`src/rtl/vsu_pkg.sv`:
```
package vsu_pkg;
  localparam int REC_W = 64;

  localparam logic [11:0] OFS_DBG_LO = 12'h900;
  localparam logic [11:0] OFS_DBG_HI = 12'h904;
  localparam logic [11:0] OFS_STATUS = 12'hF10;
  localparam logic [11:0] OFS_SELECT = 12'hF14;
  localparam logic [11:0] OFS_CTRL   = 12'hF20;

  typedef enum logic [1:0] {
    SQ_IDLE  = 2'd0,
    SQ_SHIFT = 2'd1,
    SQ_DONE  = 2'd2
  } seq_state_e;

  // Packs one capture into the 64-bit record: low word is debug word 0.
  function automatic logic [REC_W-1:0] pack_record(
    input logic [15:0] master,
    input logic [5:0]  domain,
    input logic        is_wr,
    input logic        is_rd,
    input logic [35:0] addr
  );
    logic [31:0] lo;
    lo = {4'b0000, addr[35:32], is_rd, is_wr, domain, master};
    return {addr[31:0], lo};
  endfunction
endpackage

```
`src/rtl/vsu_record_store.sv`:
```
module vsu_record_store #(
  parameter int NUM_GROUPS = 8,
  parameter int GW         = 3,
  parameter int REC_W      = 64
) (
  input  logic                  clk,
  input  logic                  rst_n,
  input  logic                  cap_valid,
  input  logic [GW-1:0]         cap_group,
  input  logic [REC_W-1:0]      cap_rec,
  input  logic                  clr_en,
  input  logic [NUM_GROUPS-1:0] clr_mask,
  input  logic                  rd_valid,
  input  logic [GW-1:0]         rd_idx,
  output logic [REC_W-1:0]      rd_rec,
  output logic [NUM_GROUPS-1:0] pending
);
  logic [NUM_GROUPS-1:0] pend_q, pend_d;
  logic [NUM_GROUPS-1:0] accept;
  logic [REC_W-1:0]      rec_q [NUM_GROUPS];

  // A capture is taken only when the group had nothing pending before the edge.
  always_comb begin
    accept = '0;
    if (cap_valid && (int'(cap_group) < NUM_GROUPS))
      accept[cap_group] = ~pend_q[cap_group];
  end

  always_comb begin
    pend_d = pend_q;
    if (clr_en)
      pend_d = pend_d & ~clr_mask;
    pend_d = pend_d | accept;
  end

  always_ff @(posedge clk or negedge rst_n) begin
    if (!rst_n)
      pend_q <= '0;
    else
      pend_q <= pend_d;
  end

  for (genvar g = 0; g < NUM_GROUPS; g++) begin : g_rec
    always_ff @(posedge clk or negedge rst_n) begin
      if (!rst_n)
        rec_q[g] <= '0;
      else if (accept[g])
        rec_q[g] <= cap_rec;
    end
  end

  always_comb begin
    rd_rec = '0;
    if (rd_valid && (int'(rd_idx) < NUM_GROUPS) && pend_q[rd_idx])
      rd_rec = rec_q[rd_idx];
  end

  assign pending = pend_q;

  // every pending bit named in a clear write is low afterwards
  p_w1c_clears_r4: assert property (@(posedge clk) disable iff (!rst_n)
    clr_en |=> ((pend_q & $past(clr_mask & pend_q)) == '0));

  // a capture for an idle group sets its bit
  p_capture_sets_r2: assert property (@(posedge clk) disable iff (!rst_n)
    (cap_valid && !pend_q[cap_group]) |=> pend_q[$past(cap_group)]);

  // a capture for a pending group leaves the stored record untouched
  p_first_kept_r3: assert property (@(posedge clk) disable iff (!rst_n)
    (cap_valid && pend_q[cap_group]) |=>
      (rec_q[$past(cap_group)] == $past(rec_q[cap_group])));
endmodule

```
`src/rtl/vsu_shift_seq.sv`:
```
module vsu_shift_seq
  import vsu_pkg::*;
#(
  parameter int REC_W = 64
) (
  input  logic             clk,
  input  logic             rst_n,
  input  logic             start_req,
  input  logic             stop_req,
  input  logic [REC_W-1:0] load_rec,
  output logic [REC_W-1:0] dbg,
  output logic             running,
  output logic             done
);
  localparam int CW = $clog2(REC_W);
  localparam logic [CW-1:0] LAST = CW'(REC_W - 1);

  seq_state_e       st_q, st_d;
  logic [CW-1:0]    cnt_q, cnt_d;
  logic [REC_W-1:0] src_q, src_d;
  logic [REC_W-1:0] dbg_q, dbg_d;
  logic             load_en, shift_en;

  assign load_en  = (st_q == SQ_IDLE) && start_req;
  assign shift_en = (st_q == SQ_SHIFT) && !stop_req;

  always_comb begin
    st_d  = st_q;
    cnt_d = cnt_q;
    src_d = src_q;
    dbg_d = dbg_q;
    case (st_q)
      SQ_IDLE: begin
        if (start_req) begin
          st_d  = SQ_SHIFT;
          cnt_d = '0;
          src_d = load_rec;
        end
      end
      SQ_SHIFT: begin
        if (stop_req) begin
          st_d = SQ_IDLE;
        end else begin
          dbg_d = {src_q[0], dbg_q[REC_W-1:1]};
          src_d = src_q >> 1;
          cnt_d = cnt_q + 1'b1;
          if (cnt_q == LAST)
            st_d = SQ_DONE;
        end
      end
      SQ_DONE: begin
        if (stop_req)
          st_d = SQ_IDLE;
      end
      default: st_d = SQ_IDLE;
    endcase
  end

  always_ff @(posedge clk or negedge rst_n) begin
    if (!rst_n)
      st_q <= SQ_IDLE;
    else
      st_q <= st_d;
  end

  always_ff @(posedge clk or negedge rst_n) begin
    if (!rst_n) begin
      cnt_q <= '0;
      src_q <= '0;
    end else if (load_en || shift_en) begin
      cnt_q <= cnt_d;
      src_q <= src_d;
    end
  end

  always_ff @(posedge clk or negedge rst_n) begin
    if (!rst_n)
      dbg_q <= '0;
    else if (shift_en)
      dbg_q <= dbg_d;
  end

  assign dbg     = dbg_q;
  assign running = (st_q == SQ_SHIFT);
  assign done    = (st_q == SQ_DONE);

  // Checker counter: shifting cycles since the last idle state
  logic [CW:0] chk_run;
  always_ff @(posedge clk or negedge rst_n) begin
    if (!rst_n)
      chk_run <= '0;
    else if (st_q == SQ_IDLE)
      chk_run <= '0;
    else if (shift_en)
      chk_run <= chk_run + 1'b1;
  end

  // done rises only after the full record has been moved
  p_done_after_full_r6: assert property (@(posedge clk) disable iff (!rst_n)
    $rose(done) |-> (chk_run == (CW+1)'(REC_W)));

  // start while shifting does not stop the transfer
  p_start_in_shift_r7: assert property (@(posedge clk) disable iff (!rst_n)
    (running && start_req) |=> (st_q != SQ_IDLE));

  // start while done keeps done and the debug contents
  p_done_hold_r7: assert property (@(posedge clk) disable iff (!rst_n)
    (done && start_req) |=> (done && $stable(dbg_q)));

  // a stop write always lands in idle, debug contents kept
  p_stop_idle_r8: assert property (@(posedge clk) disable iff (!rst_n)
    stop_req |=> ((st_q == SQ_IDLE) && $stable(dbg_q)));
endmodule

```
`src/rtl/vio_shift_unit.sv`:
```
module vio_shift_unit
  import vsu_pkg::*;
#(
  parameter int NUM_GROUPS = 8,
  parameter int GW         = $clog2(NUM_GROUPS),
  parameter int ADDR_W     = 12
) (
  input  logic              clk,
  input  logic              rst_n,
  input  logic              bus_wen,
  input  logic [ADDR_W-1:0] bus_addr,
  input  logic [31:0]       bus_wdata,
  output logic [31:0]       bus_rdata,
  input  logic              cap_valid,
  input  logic [GW-1:0]     cap_group,
  input  logic [15:0]       cap_master,
  input  logic [5:0]        cap_domain,
  input  logic              cap_is_write,
  input  logic              cap_is_read,
  input  logic [35:0]       cap_addr,
  output logic              irq
);
  logic                  wr_status, wr_select, wr_ctrl;
  logic [NUM_GROUPS-1:0] sel_q, sel_d;
  logic [GW-1:0]         low_idx;
  logic                  sel_any;
  logic [REC_W-1:0]      cap_rec, pick_rec, dbg;
  logic [NUM_GROUPS-1:0] pending;
  logic                  running, done;
  logic                  start_req, stop_req;

  assign wr_status = bus_wen && (bus_addr == ADDR_W'(OFS_STATUS));
  assign wr_select = bus_wen && (bus_addr == ADDR_W'(OFS_SELECT));
  assign wr_ctrl   = bus_wen && (bus_addr == ADDR_W'(OFS_CTRL));
  assign start_req = wr_ctrl && bus_wdata[0];
  assign stop_req  = wr_ctrl && !bus_wdata[0];

  assign cap_rec = pack_record(cap_master, cap_domain, cap_is_write,
                               cap_is_read, cap_addr);

  always_comb begin
    sel_d = sel_q;
    if (wr_select)
      sel_d = bus_wdata[NUM_GROUPS-1:0];
  end

  always_ff @(posedge clk or negedge rst_n) begin
    if (!rst_n)
      sel_q <= '0;
    else if (wr_select)
      sel_q <= sel_d;
  end

  // Lowest set bit of the select register wins.
  always_comb begin
    low_idx = '0;
    for (int i = NUM_GROUPS - 1; i >= 0; i--)
      if (sel_q[i])
        low_idx = GW'(i);
  end
  assign sel_any = |sel_q;

  vsu_record_store #(
    .NUM_GROUPS (NUM_GROUPS),
    .GW         (GW),
    .REC_W      (REC_W)
  ) u_store (
    .clk       (clk),
    .rst_n     (rst_n),
    .cap_valid (cap_valid),
    .cap_group (cap_group),
    .cap_rec   (cap_rec),
    .clr_en    (wr_status),
    .clr_mask  (bus_wdata[NUM_GROUPS-1:0]),
    .rd_valid  (sel_any),
    .rd_idx    (low_idx),
    .rd_rec    (pick_rec),
    .pending   (pending)
  );

  vsu_shift_seq #(
    .REC_W (REC_W)
  ) u_seq (
    .clk       (clk),
    .rst_n     (rst_n),
    .start_req (start_req),
    .stop_req  (stop_req),
    .load_rec  (pick_rec),
    .dbg       (dbg),
    .running   (running),
    .done      (done)
  );

  always_comb begin
    bus_rdata = '0;
    if (bus_addr == ADDR_W'(OFS_DBG_LO))
      bus_rdata = dbg[31:0];
    else if (bus_addr == ADDR_W'(OFS_DBG_HI))
      bus_rdata = dbg[63:32];
    else if (bus_addr == ADDR_W'(OFS_STATUS))
      bus_rdata = 32'(pending);
    else if (bus_addr == ADDR_W'(OFS_SELECT))
      bus_rdata = 32'(sel_q);
    else if (bus_addr == ADDR_W'(OFS_CTRL))
      bus_rdata = {30'd0, done, running | done};
  end

  assign irq = |pending;

  // the interrupt only rises after a capture strobe
  p_irq_rise_r2: assert property (@(posedge clk) disable iff (!rst_n)
    $rose(irq) |-> $past(cap_valid));

  // reserved field of debug word 0 reads zero
  p_reserved_zero_r9: assert property (@(posedge clk) disable iff (!rst_n)
    (bus_addr == ADDR_W'(OFS_DBG_LO)) |-> (bus_rdata[31:28] == 4'd0));

  // the select register only changes through its own write
  p_select_hold_r5: assert property (@(posedge clk) disable iff (!rst_n)
    !wr_select |=> $stable(sel_q));
endmodule

```
`config.mk`:
```
export PLATFORM = sky130hd
export DESIGN_NAME = vio_shift_unit
export DESIGN_NICKNAME = d
export VERILOG_FILES = /design/src/rtl/vsu_pkg.sv /design/src/rtl/vsu_record_store.sv /design/src/rtl/vsu_shift_seq.sv /design/src/rtl/vio_shift_unit.sv
export SDC_FILE = /design/constraint.sdc
export NUM_CORES = 1
export LEC_CHECK = 0
export BUFFER_PORTS_ARGS = -buffer_cell sky130_fd_sc_hd__buf_2
export CORE_UTILIZATION = 64
export DETAILED_ROUTE_END_ITERATION = 8
export GPL_TIMING_DRIVEN = 0
export HOLD_SLACK_MARGIN = 0.06
export PLACE_DENSITY_LB_ADDON = 0.08
export RECOVER_POWER = 25
export SYNTH_ARGS = -nofsm -noshare
export SYNTH_HDL_FRONTEND = slang
export SYNTH_HIERARCHICAL = 1
export SYNTH_SLANG_ARGS = --single-unit
```
`constraint.sdc`:
```
create_clock -name clk -period 5.6 [get_ports clk]
set_clock_uncertainty 0.05 [all_clocks]
set_input_delay 0 -clock clk [delete_from_list [all_inputs] [get_ports clk]]
set_output_delay 0 -clock clk [all_outputs]
set_load 0.1 [all_outputs]
```
==> impl_metrics.env, run 1 <==
export IMPL_status="finished with violations"
export IMPL_violations="max-capacitance violations, max-slew violations"
export IMPL_post_place_ws_ns=1.57
export IMPL_avgSynthCellArea_um2=15.0
export IMPL_synth_top_family_by_area="multiplexers"
export IMPL_clk_latency_ns=0.60
export IMPL_grt_pass1_wl_um=113000
export IMPL_cts_sinks=664
export IMPL_synth_simple_area_share=0.0410
export IMPL_fillers=2910
export IMPL_cts_tree="yes"
export IMPL_finalCritPeriodShare=0.742
export IMPL_synth_seq_cells=664
export IMPL_via_count=18600
export IMPL_syn_area_um2=30700
export IMPL_die_x_um=221
export IMPL_track_usage=0.298
export IMPL_routed_wl_um=69900
export IMPL_min_to="u_store/rec_q[384]"
export IMPL_hold_class="input port to flip-flop"
export IMPL_async_flop_share=1.00
export IMPL_fmax_ghz=0.241
export IMPL_use_met3=0.0519
export IMPL_cts_root_buffer="clkbuf_16"
export IMPL_drtPass1Iterations=5
export IMPL_utilization=0.751
export IMPL_synth_xor_area_frac=0
export IMPL_core_area_um2=47000
export IMPL_crit_top_cell="buf_2"
export IMPL_irDropWorstVdd_mv=0.363
export IMPL_met2_usage=0.486
export IMPL_grt_antenna_before_repair=3
export IMPL_clk_pin_slew_ns=0.06
export IMPL_io_buffers=118
export IMPL_pwr_share_clk=0.314
export IMPL_cts_made_buffers=69
export IMPL_path_cells="nand2b_1, a21oi_1, o21bai_1, a21oi_1, clkbuf_1, buf_2, buf_2, inv_1, o22ai_2, buf_2, nor3_1, mux2i_1, o21ai_1"
export IMPL_area_growth_pct=14.9
export IMPL_reg2reg_from="sel_q[6]"
export IMPL_synth_edf_count=0
export IMPL_hold_start="cap_group[0]"
export IMPL_hold_slack_ns=0.122
export IMPL_path_class="flip-flop to flip-flop"
export IMPL_htree_levels=3
export IMPL_hold_viol=0
export IMPL_cts_buffer_depth=3
export IMPL_crit_path_top_delay_cell="o22ai_2"
export IMPL_placed_area_um2=32300
export IMPL_yosysSeqAreaShare=0.541
export IMPL_start_util=0.654
export IMPL_synth_compound_area_share=0.0192
export IMPL_grt_overflow_total=0
export IMPL_die_area_um2=48800
export IMPL_place_gp_congestion=0.831
export IMPL_postSynthCellCount=2043
export IMPL_end_kind="flip-flop"
export IMPL_num_nets_final=2463
export IMPL_busiest_layer="met2"
export IMPL_synthFlopType="dfrtp_1"
export IMPL_power_density_nw_per_um2=401
export IMPL_fp_row_count=79
export IMPL_hpwl_um=45700
export IMPL_tightestPinTransition_ns=3.09
export IMPL_postCtsSetupBuffers=0
export IMPL_synth_adder_area_share=0.000408
export IMPL_io_pins=144
export IMPL_drc=0
export IMPL_fin_area_um2=35300
export IMPL_maxSlewViolCount=389
export IMPL_postLayoutSetupSlackWorst_ns=1.44
export IMPL_swShare=0.248
export IMPL_final_antenna_net_count=0
export IMPL_rr_endpoint="u_seq/src_q[2]"
export IMPL_r2r_cells=13
export IMPL_cp_max_fo=10
export IMPL_grt_start_max_net_pins=128
export IMPL_n_antenna_cell=0
export IMPL_internal_power_uw=10600
export IMPL_rsz0062_at_grt="false"
export IMPL_seqPwrFrac=0.497
export IMPL_wl_per_cell_um=23.2
export IMPL_die_h_um=221
export IMPL_grt_pass1_vias=19800
export IMPL_hold_depth=4
export IMPL_yosys_cell_types_count=58
export IMPL_drive_gt1_frac=0.411
export IMPL_synth_mux_area_frac=0.371
export IMPL_cpPeakStageDelay_ns=0.79
export IMPL_drv_cap=4
export IMPL_rrSetupSlack_ns=1.44
export IMPL_global_route_usage_met1=0.420
export IMPL_layout_min_cycle_time_ns=4.16
export IMPL_cp_start_kind="flip-flop"
export IMPL_critPathRequiredTime_ns=6.02
export IMPL_slew_headroom=-1.06
export IMPL_leakagePower_uw=0.0159
export IMPL_combPwrFrac=0.189
export IMPL_arrival_ns=4.58
export IMPL_power_uw=14100
export IMPL_viasPerCell=6.17
export IMPL_setup_viol=0
export IMPL_power_switching_uw=3500
export IMPL_drt_initial_drc_count=1347
export IMPL_yosys_warnings=6
power by group through the flow:
| stage | Sequential (uW) | Combinational [uW] | Clock (uW) |
|---|---|---|---|
| 6_report | 7030 | 2670 | 4440 |
| 5_1_grt | 7200 | 2870 | 4730 |
| 4_1_cts | 7010 | 2700 | 4530 |
| 3_5_place_dp | 7070 | 2640 | 0 |
| 3_3_place_gp | 6950 | 2490 | 0 |
| 2_1_floorplan | 6800 | 2100 | 0 |
stage by stage:
stage	std cells	TNS [ns]
3_5_place_dp	2806	0
3_3_place_gp	2799	-5631.24
6_report	3008	0
5_1_grt	3008	0
4_1_cts	3008	0
2_1_floorplan	2074	0
state kept, by name, indices dropped and copies added (netlist names):
| register | count |
|---|---|
| u_seq/src_q | 64 |
| u_seq/cnt_q | 6 |
| u_seq/dbg | 64 |
| sel_q | 8 |
| u_store/pending | 8 |
| u_store/rec_q | 512 |
| u_seq/st_q | 2 |
how the worst max path moves through the flow:
| stage | startpoint | to | slack [ns] | cells past startpoint |
|---|---|---|---|---|
| 6_report | sel_q[6] | u_seq/src_q[2] | 1.44 | 13 |
| 5_1_grt | rst_n | u_store/rec_q[471] | 1.02 | 4 |
| 4_1_cts | sel_q[6] | u_seq/src_q[2] | 1.55 | 13 |
| 3_5_place_dp | sel_q[6] | u_seq/src_q[4] | 1.57 | 13 |
| 3_3_place_gp | rst_n | u_store/rec_q[281] | -8.57 | 1 |
| 2_1_floorplan | u_seq/st_q[1] | bus_rdata[0] | 2.88 | 6 |
cells by family after synthesis:
logic type | count (synthesis)
buf+inv | 160
simple gates | 242
mux | 875
fa+ha+maj | 1
compound gates | 100
flops | 664
other cells | 1
cells in the mapped netlist (all sizes together) (3+ instances only):
cell | number | area share
and2 | 4 | 0.00086
o21ai | 65 | 0.011
clkbuf | 60 | 0.0073
inv | 6 | 0.00073
nor3b | 5 | 0.0015
nand3 | 69 | 0.011
nor3 | 70 | 0.012
or3b | 4 | 0.0011
dfrtp | 664 | 0.54
nor4 | 4 | 0.00082
o21a | 5 | 0.0012
nand2b | 4 | 0.00082
nor2 | 32 | 0.0039
mux2 | 588 | 0.23
nand4 | 3 | 0.00061
nor2b | 10 | 0.0020
buf | 94 | 0.018
mux4 | 129 | 0.095
nand2 | 23 | 0.0028
o22ai | 8 | 0.0018
mux2i | 158 | 0.052
a21o | 3 | 0.00073
a211oi | 3 | 0.00073
or3 | 3 | 0.00061
a21oi | 3 | 0.00049
layer usage:
layer | up-vias | part of all wire | routed length (um)
met2 | 488 | 0.49 | 34000
met5 | - | 0.00059 | 41
li1 | 8195 | - | -
met4 | 6 | 0.024 | 1650
met3 | 119 | 0.049 | 3440
met1 | 9758 | 0.44 | 30800
cell type report:
type,instances,area [um^2],share of cell area
Clock inverter,13,98.8,0.00280
Sequential cell,664,16600,0.471
Multi-Input combinational cell,1250,13400,0.380
Timing Repair Buffer,206,1500,0.0426
Inverter,6,22.5,0.000639
Clock buffer,108,2090,0.0592
Buffer,154,792,0.0225
Tap cell,607,759,0.0215
timing repair:
item,CTS,global route
gates resized for setup,0,0
hold buffers,81,0
hold endpoints to repair,927,0
setup endpoints to repair,0,0
worst max-delay path, delay by kind of cell (launching register included):
kind                   cells  cell delay [ns]
flip-flops                 1             0.43
AO/OA/AOI/OAI              5             1.26
buffers and inverters      5             1.83
multiplexers               1             0.19
AND/OR/NAND/NOR            2             0.25
cell usage in the layout, fill, tap and decap left out, types with 5 or more instances in the layout:
cell	instances
mux2i_1	158
clkbuf_16	71
nor3_1	69
o21ai_1	65
nand2_1	23
inv_1	5
nor2_1	32
clkbuf_8	17
clkinv_2	9
dlygate4sd3_1	80
o22ai_1	7
conb_1	32
mux2_1	44
o21a_1	5
clkbuf_1	81
mux4_2	129
nor2b_1	10
buf_2	179
dfrtp_1	664
buf_6	15
mux2_2	467
nand3_1	69
buf_1	14
mux2_4	77
Power figures use the tool's default switching activity.
==> run 2: changes to the inputs <==
Settings changed: CORE_UTILIZATION 64 to 62.
Clock period 5.6 ns to 4.2 ns, I/O delays scaled along.
==> run 2 against run 1 <==
The flow still finishes with violations (max-capacitance violations, max-slew violations). Sequential power rose by 33%. Critical path type unchanged. Flip-flop and latch count is the same. Non-clock buffer count down 3. Routed wire length rose by 1.1%. Clock power grew 38%. Combinational power is 32% higher. Global-route usage decreased by 0.50 points. Die area increased by 3.2%. Setup slack got worse by 1.1 ns. Core utilization is 2.8 points lower. Sequential share of layout area down 0.085 points. Cell count rose by 1.7%.
==> impl_metrics.env, run 2 (synthesized netlist as in run 1, its figures left out) <==
export IMPL_postLayoutSetupSlackWorst_ns=0.356
export IMPL_htree_levels=3
export IMPL_cp_max_fo=10
export IMPL_irDropWorstVdd_mv=0.407
export IMPL_rsz0062_at_grt="false"
export IMPL_hold_slack_ns=0.153
export IMPL_start_util=0.628
export IMPL_finalCritPeriodShare=0.915
export IMPL_grt_pass1_vias=20000
export IMPL_viasPerCell=6.11
export IMPL_power_density_nw_per_um2=539
export IMPL_cts_tree="yes"
export IMPL_leakagePower_uw=0.0159
export IMPL_setup_viol=0
export IMPL_regMostFlops="u_store/rec_q"
export IMPL_drive_gt1_frac=0.403
export IMPL_clk_latency_ns=0.60
export IMPL_num_nets_final=2461
export IMPL_grt_start_max_net_pins=128
export IMPL_grt_overflow_total=0
export IMPL_fin_area_um2=35300
export IMPL_fp_row_count=81
export IMPL_post_place_ws_ns=0.267
export IMPL_layout_min_cycle_time_ns=3.84
export IMPL_cts_root_buffer="clkbuf_16"
export IMPL_cts_sinks=664
export IMPL_core_area_um2=48800
export IMPL_die_area_um2=50400
export IMPL_drt_initial_drc_count=1254
export IMPL_cp_top_family="buffers and inverters"
export IMPL_crit_buf_inv=5
export IMPL_final_cell_mix="664 x dfrtp_1, 467 x mux2_2, 177 x buf_2, 158 x mux2i_1, 129 x mux4_2"
export IMPL_wl_per_cell_um=23.1
export IMPL_track_usage=0.293
export IMPL_critPathRequiredTime_ns=4.61
export IMPL_hold_class="input port to flip-flop"
export IMPL_cpPeakStageDelay_ns=0.51
export IMPL_grt_antenna_before_repair=3
export IMPL_drtPass1Iterations=5
export IMPL_via_count=18700
export IMPL_clk_pin_slew_ns=0.06
export IMPL_placedCellCount=2861
export IMPL_cts_buffer_depth=3
export IMPL_cts_made_buffers=70
export IMPL_violations="max-capacitance violations, max-slew violations"
export IMPL_seq_area_um2=16600
export IMPL_status="finished with violations"
export IMPL_slew_headroom=-0.623
export IMPL_fillers=3275
export IMPL_io_pins=144
export IMPL_hpwl_um=45400
export IMPL_grt_pass1_wl_um=113000
export IMPL_final_common_cell="dfrtp_1"
export IMPL_crit_top_cell="buf_2"
export IMPL_hold_viol=0
export IMPL_placed_area_um2=32400
export IMPL_arrival_ns=4.25
export IMPL_place_gp_congestion=0.860
export IMPL_die_x_um=225
export IMPL_maxSlewViolCount=178
export IMPL_end_kind="flip-flop"
export IMPL_routed_wl_um=70700
export IMPL_crit_path_top_delay_cell="o22ai_4"
export IMPL_die_h_um=225
export IMPL_fmax_ghz=0.260
export IMPL_fin_cells=3060
export IMPL_tightestPinTransition_ns=2.43
export IMPL_cp_start_kind="flip-flop"
export IMPL_area_growth_pct=15.1
export IMPL_io_buffers=118
export IMPL_power_uw=19000
export IMPL_drv_cap=2
export IMPL_final_antenna_net_count=0
export IMPL_path_cells="nand2b_1, a21oi_1, o21bai_1, a21oi_1, clkbuf_1, buf_2, buf_2, inv_1, o22ai_4, buf_2, nor3_1, mux2i_1, o21ai_1"
export IMPL_multi_input_area_um2=13300
export IMPL_largest_register_ffs=512
export IMPL_drc=0
export IMPL_path_class="flip-flop to flip-flop"
-- run 2: area by class of cell --
type	count	area share
Tap cell	664	0.0235
Clock inverter	11	0.00383
Sequential cell	664	0.470
Clock buffer	106	0.0606
Buffer	154	0.0208
Antenna cell	2	0.000142
Multi-Input combinational cell	1250	0.377
Inverter	6	0.000638
Timing Repair Buffer	203	0.0425
-- run 2: metal layers --
| layer | vias to the layer above | share of wire | track usage |
|---|---|---|---|
| met5 | - | 0.00038 | 0 |
| met2 | 504 | 0.48 | 0.469 |
| met1 | 9883 | 0.43 | 0.409 |
| met4 | 4 | 0.028 | 0.0865 |
| met3 | 137 | 0.056 | 0.0607 |
| li1 | 8162 | - | - |
-- run 2: power breakdown --
part | switching, uW | internal, uW
clock network | 2450 | 3680
registers | 1000 | 8360
logic | 1190 | 2340
total | 4640 | 14400
-- run 2: worst paths after layout --
kind / to / cells after the start / start / slack, ns
max in group asynchronous: u_store/rec_q[170] / 5 / rst_n / 1.05
min reg2reg: u_seq/dbg[0] / 1 / u_seq/dbg[0] / 0.44
max: u_seq/src_q[2] / 13 / sel_q[6] / 0.36
min: u_seq/st_q[1] / 5 / bus_addr[5] / 0.15
min in group asynchronous: u_store/rec_q[59] / 4 / rst_n / 0.67
max reg2reg: u_seq/src_q[2] / 13 / sel_q[6] / 0.36
-- run 2: what timing repair did --
item | CTS | global route
hold endpoints to repair | 795 | 0
resized for setup | 0 | 1
setup endpoints to repair | 0 | 6
hold buffers | 80 | 0
setup buffers | 0 | 0
-- run 2: worst reg2reg max path: stages (launching register included) --
cell and delay (ns):
dfrtp_1 0.42, nand2b_1 0.16, a21oi_1 0.15, o21bai_1 0.09, a21oi_1 0.16, clkbuf_1 0.34
buf_2 0.43, buf_2 0.46, inv_1 0.21, o22ai_4 0.51, buf_2 0.37, nor3_1 0.09
mux2i_1 0.19, o21ai_1 0.09
-- run 2: through the flow --
stage | util | setup TNS, ns
6_report | 0.723 | 0
5_1_grt | 0.723 | 0
4_1_cts | 0.726 | 0
3_5_place_dp | 0.663 | 0
3_3_place_gp | 0.660 | -6637.91
2_1_floorplan | - | 0
==> run 3: changes to the inputs <==
Settings changed: ABC_AREA set to 1.
==> run 3 against run 2 <==
The run still ends with max-capacitance violations, max-slew violations left. Global-route usage increased by 10 points. Cell count is 76% higher. Largest power group unchanged. Routed wire length is 49% higher. Largest cell class unchanged.
==> impl_metrics.env, run 3 <==
export IMPL_arrival_ns=4.57
export IMPL_postCtsSetupBuffers=0
export IMPL_tightestPinTransition_ns=2.72
export IMPL_regMostFlops="u_store/rec_q"
export IMPL_crit_buf_inv=2
export IMPL_synth_edf_count=0
export IMPL_drv_cap=3
export IMPL_swShare=0.314
export IMPL_avgSynthCellArea_um2=7.50
export IMPL_yosys_cell_types_count=33
export IMPL_routed_wl_um=106000
export IMPL_syn_area_um2=33100
export IMPL_pwr_share_clk=0.318
export IMPL_utilization=0.711
export IMPL_cp_max_fo=10
export IMPL_fp_row_count=84
export IMPL_grt_pass1_wl_um=165000
export IMPL_leakagePower_uw=0.0192
export IMPL_synthFlopType="dfrtp_1"
export IMPL_synth_area_top_cells="dfrtp_1 50%, nand2_1 16%, nand3_1 10%, nor2_1 7.2%, o21ai_0 5.2%"
export IMPL_critPathRequiredTime_ns=4.62
export IMPL_setup_tns_ns=0
export IMPL_maxSlewViolCount=268
export IMPL_io_pins=144
export IMPL_grt_antenna_before_repair=5
export IMPL_grt_start_max_net_pins=118
export IMPL_seq_area_um2=16600
export IMPL_crit_path_top_delay_cell="clkbuf_1"
export IMPL_path_cells="nor3_1, nor3_1, nor3_1, clkbuf_1, clkbuf_1, nor2_1, o21ai_0, nand3_1, nand2_1, nor2_1, o211ai_1, o21ai_0"
export IMPL_drc=0
export IMPL_drtPass1Iterations=7
export IMPL_path_class="flip-flop to flip-flop"
export IMPL_finalCritPeriodShare=0.987
export IMPL_drive_gt1_frac=0.0877
export IMPL_placed_area_um2=34400
export IMPL_cp_start_kind="flip-flop"
export IMPL_die_x_um=233
export IMPL_cpPeakStageDelay_ns=0.89
export IMPL_synth_most_common_cell="nand2_1"
export IMPL_grt_overflow_total=0
export IMPL_cts_buffer_depth=3
export IMPL_async_flop_share=1.00
export IMPL_wl_per_cell_um=19.6
export IMPL_synth_commonest_cells="1370 x nand2_1, 678 x nand3_1, 664 x dfrtp_1"
export IMPL_core_area_um2=52700
export IMPL_yosys_warnings=6
export IMPL_multi_input_area_um2=13900
export IMPL_postSynthCellCount=4409
export IMPL_end_kind="flip-flop"
export IMPL_area_growth_pct=13.1
export IMPL_cts_root_buffer="clkbuf_16"
export IMPL_hold_viol=0
export IMPL_cts_made_buffers=71
export IMPL_final_cell_mix="1370 x nand2_1, 678 x nand3_1, 664 x dfrtp_1, 631 x nor2_1, 345 x o21ai_0"
export IMPL_combPwrFrac=0.200
export IMPL_die_area_um2=54300
export IMPL_power_density_nw_per_um2=501
export IMPL_num_nets_final=4751
export IMPL_largest_register_ffs=512
export IMPL_cp_top_family="buffers and inverters"
export IMPL_power_switching_uw=5880
export IMPL_final_common_cell="nand2_1"
export IMPL_track_usage=0.397
export IMPL_cts_sinks=664
export IMPL_yosys_area_top_type_share=0.502
export IMPL_viasPerCell=5.86
export IMPL_fin_area_um2=37400
export IMPL_placedCellCount=5164
export IMPL_crit_top_cell="nor3_1"
export IMPL_grt_pass1_vias=29800
export IMPL_via_count=31500
export IMPL_clk_pin_slew_ns=0.06
export IMPL_status="finished with violations"
export IMPL_fillers=4400
export IMPL_violations="max-capacitance violations, max-slew violations"
export IMPL_hold_class="input port to flip-flop"
export IMPL_rsz0062_at_grt="false"
export IMPL_die_h_um=233
export IMPL_irDropWorstVdd_mv=0.357
export IMPL_final_antenna_net_count=0
export IMPL_setup_viol=0
export IMPL_internal_power_uw=12900
export IMPL_seqPwrFrac=0.482
export IMPL_synth_largest_area_cell="dfrtp_1"
export IMPL_synth_seq_cells=664
export IMPL_power_uw=18700
export IMPL_layout_min_cycle_time_ns=4.15
export IMPL_htree_levels=3
export IMPL_fmax_ghz=0.241
export IMPL_clk_latency_ns=0.62
export IMPL_place_gp_congestion=0.946
export IMPL_fin_cells=5377
export IMPL_hpwl_um=71800
export IMPL_cts_tree="yes"
export IMPL_io_buffers=58
export IMPL_yosysSeqAreaShare=0.502
export IMPL_start_util=0.628
export IMPL_slew_headroom=-0.816
export IMPL_drt_initial_drc_count=3595
[run 3: cell types whose count changed in the layout (fill, tap and decap cells not counted), moves of 55 or more]
| cell | change |
|---|---|
| buf_4 | +61 |
| clkbuf_1 | +99 |
| clkbuf_2 | +59 |
| inv_1 | +141 |
| mux2_1 | -55 |
| mux2_2 | -467 |
| mux2_4 | -66 |
| mux2i_1 | -158 |
| mux4_2 | -129 |
| nand2_1 | +1347 |
| nand3_1 | +609 |
| nor2_1 | +599 |
| nor3_1 | -67 |
| o21ai_0 | +345 |
[run 3: what timing repair did]
action	4_1_cts	5_1_grt
hold buffers	90	0
hold endpoints to repair	866	0
resized for setup	0	0
[run 3: metal layers]
metal,vias to the layer above,global-route usage,part of all wire
met5,-,0,0.00016
met4,4,0.188,0.049
met3,298,0.0707,0.090
met2,1526,0.629,0.46
met1,15100,0.532,0.40
li1,14600,-,-
[run 3: through the flow]
| stage | setup slack [ns] | hold slack (ns) |
|---|---|---|
| after floorplan | 1.37 | -0.346 |
| after global placement | -11.10 | 0.202 |
| after detailed placement | 0.320 | -0.0152 |
| after CTS | 0.287 | 0.0968 |
| after global routing | 0.0639 | 0.173 |
| final | 0.0533 | 0.117 |
[run 3: cells by family (layout without fill, tap and decap cells)]
kind of cell    Yosys count  count (layout)  share of synthesized area
compound gates          480             480                     0.0792
buf+inv                 542             814                     0.0788
fa+ha+maj                 1               1                   0.000378
simple gates           2721            2721                      0.339
flops                   664             664                      0.502
other cells               1               9                   0.000113
[run 3: worst min-delay path, cell delays in order]
cell     delay [ns]
buf_2          0.09
nand2_1        0.07
nor2_1         0.07
nand2_1        0.07
nor2_1         0.07
nand2_1        0.08
nor2_1         0.07
nand3_2        0.13
o22ai_1        0.09
[run 3: final timing paths]
check,start,endpoint,slack (ns),depth (start not counted)
hold / removal,bus_addr[8],u_seq/src_q[63],0.12,9
max in group asynchronous,rst_n,u_store/rec_q[82],0.69,4
hold reg to reg,u_store/rec_q[42],u_store/rec_q[42],0.41,2
min in group asynchronous,rst_n,u_seq/dbg[40],0.83,4
setup / recovery,sel_q[4],u_seq/src_q[0],0.05,12
setup reg to reg,sel_q[4],u_seq/src_q[0],0.05,12
[run 3: power groups by stage]
stage          registers (uW)  logic [uW]  clock network (uW)
3_5_place_dp             9080        3620                   0
4_1_cts                  8990        3710                6000
5_1_grt                  9200        4310                6240
2_1_floorplan            8850        2670                   0
6_report                 9030        3750                5960
3_3_place_gp             9040        3480                   0
[run 3: area by class of cell]
class                   count  share of cell area
well taps                 688              0.0230
flip-flops and latches    664               0.444
repair buffers            154              0.0349
clock buffers             104              0.0551
plain buffers             390              0.0544
clock inverters            14             0.00227
diodes                      5            0.000334
multi-input cells        3206               0.371
inverters                 152              0.0153
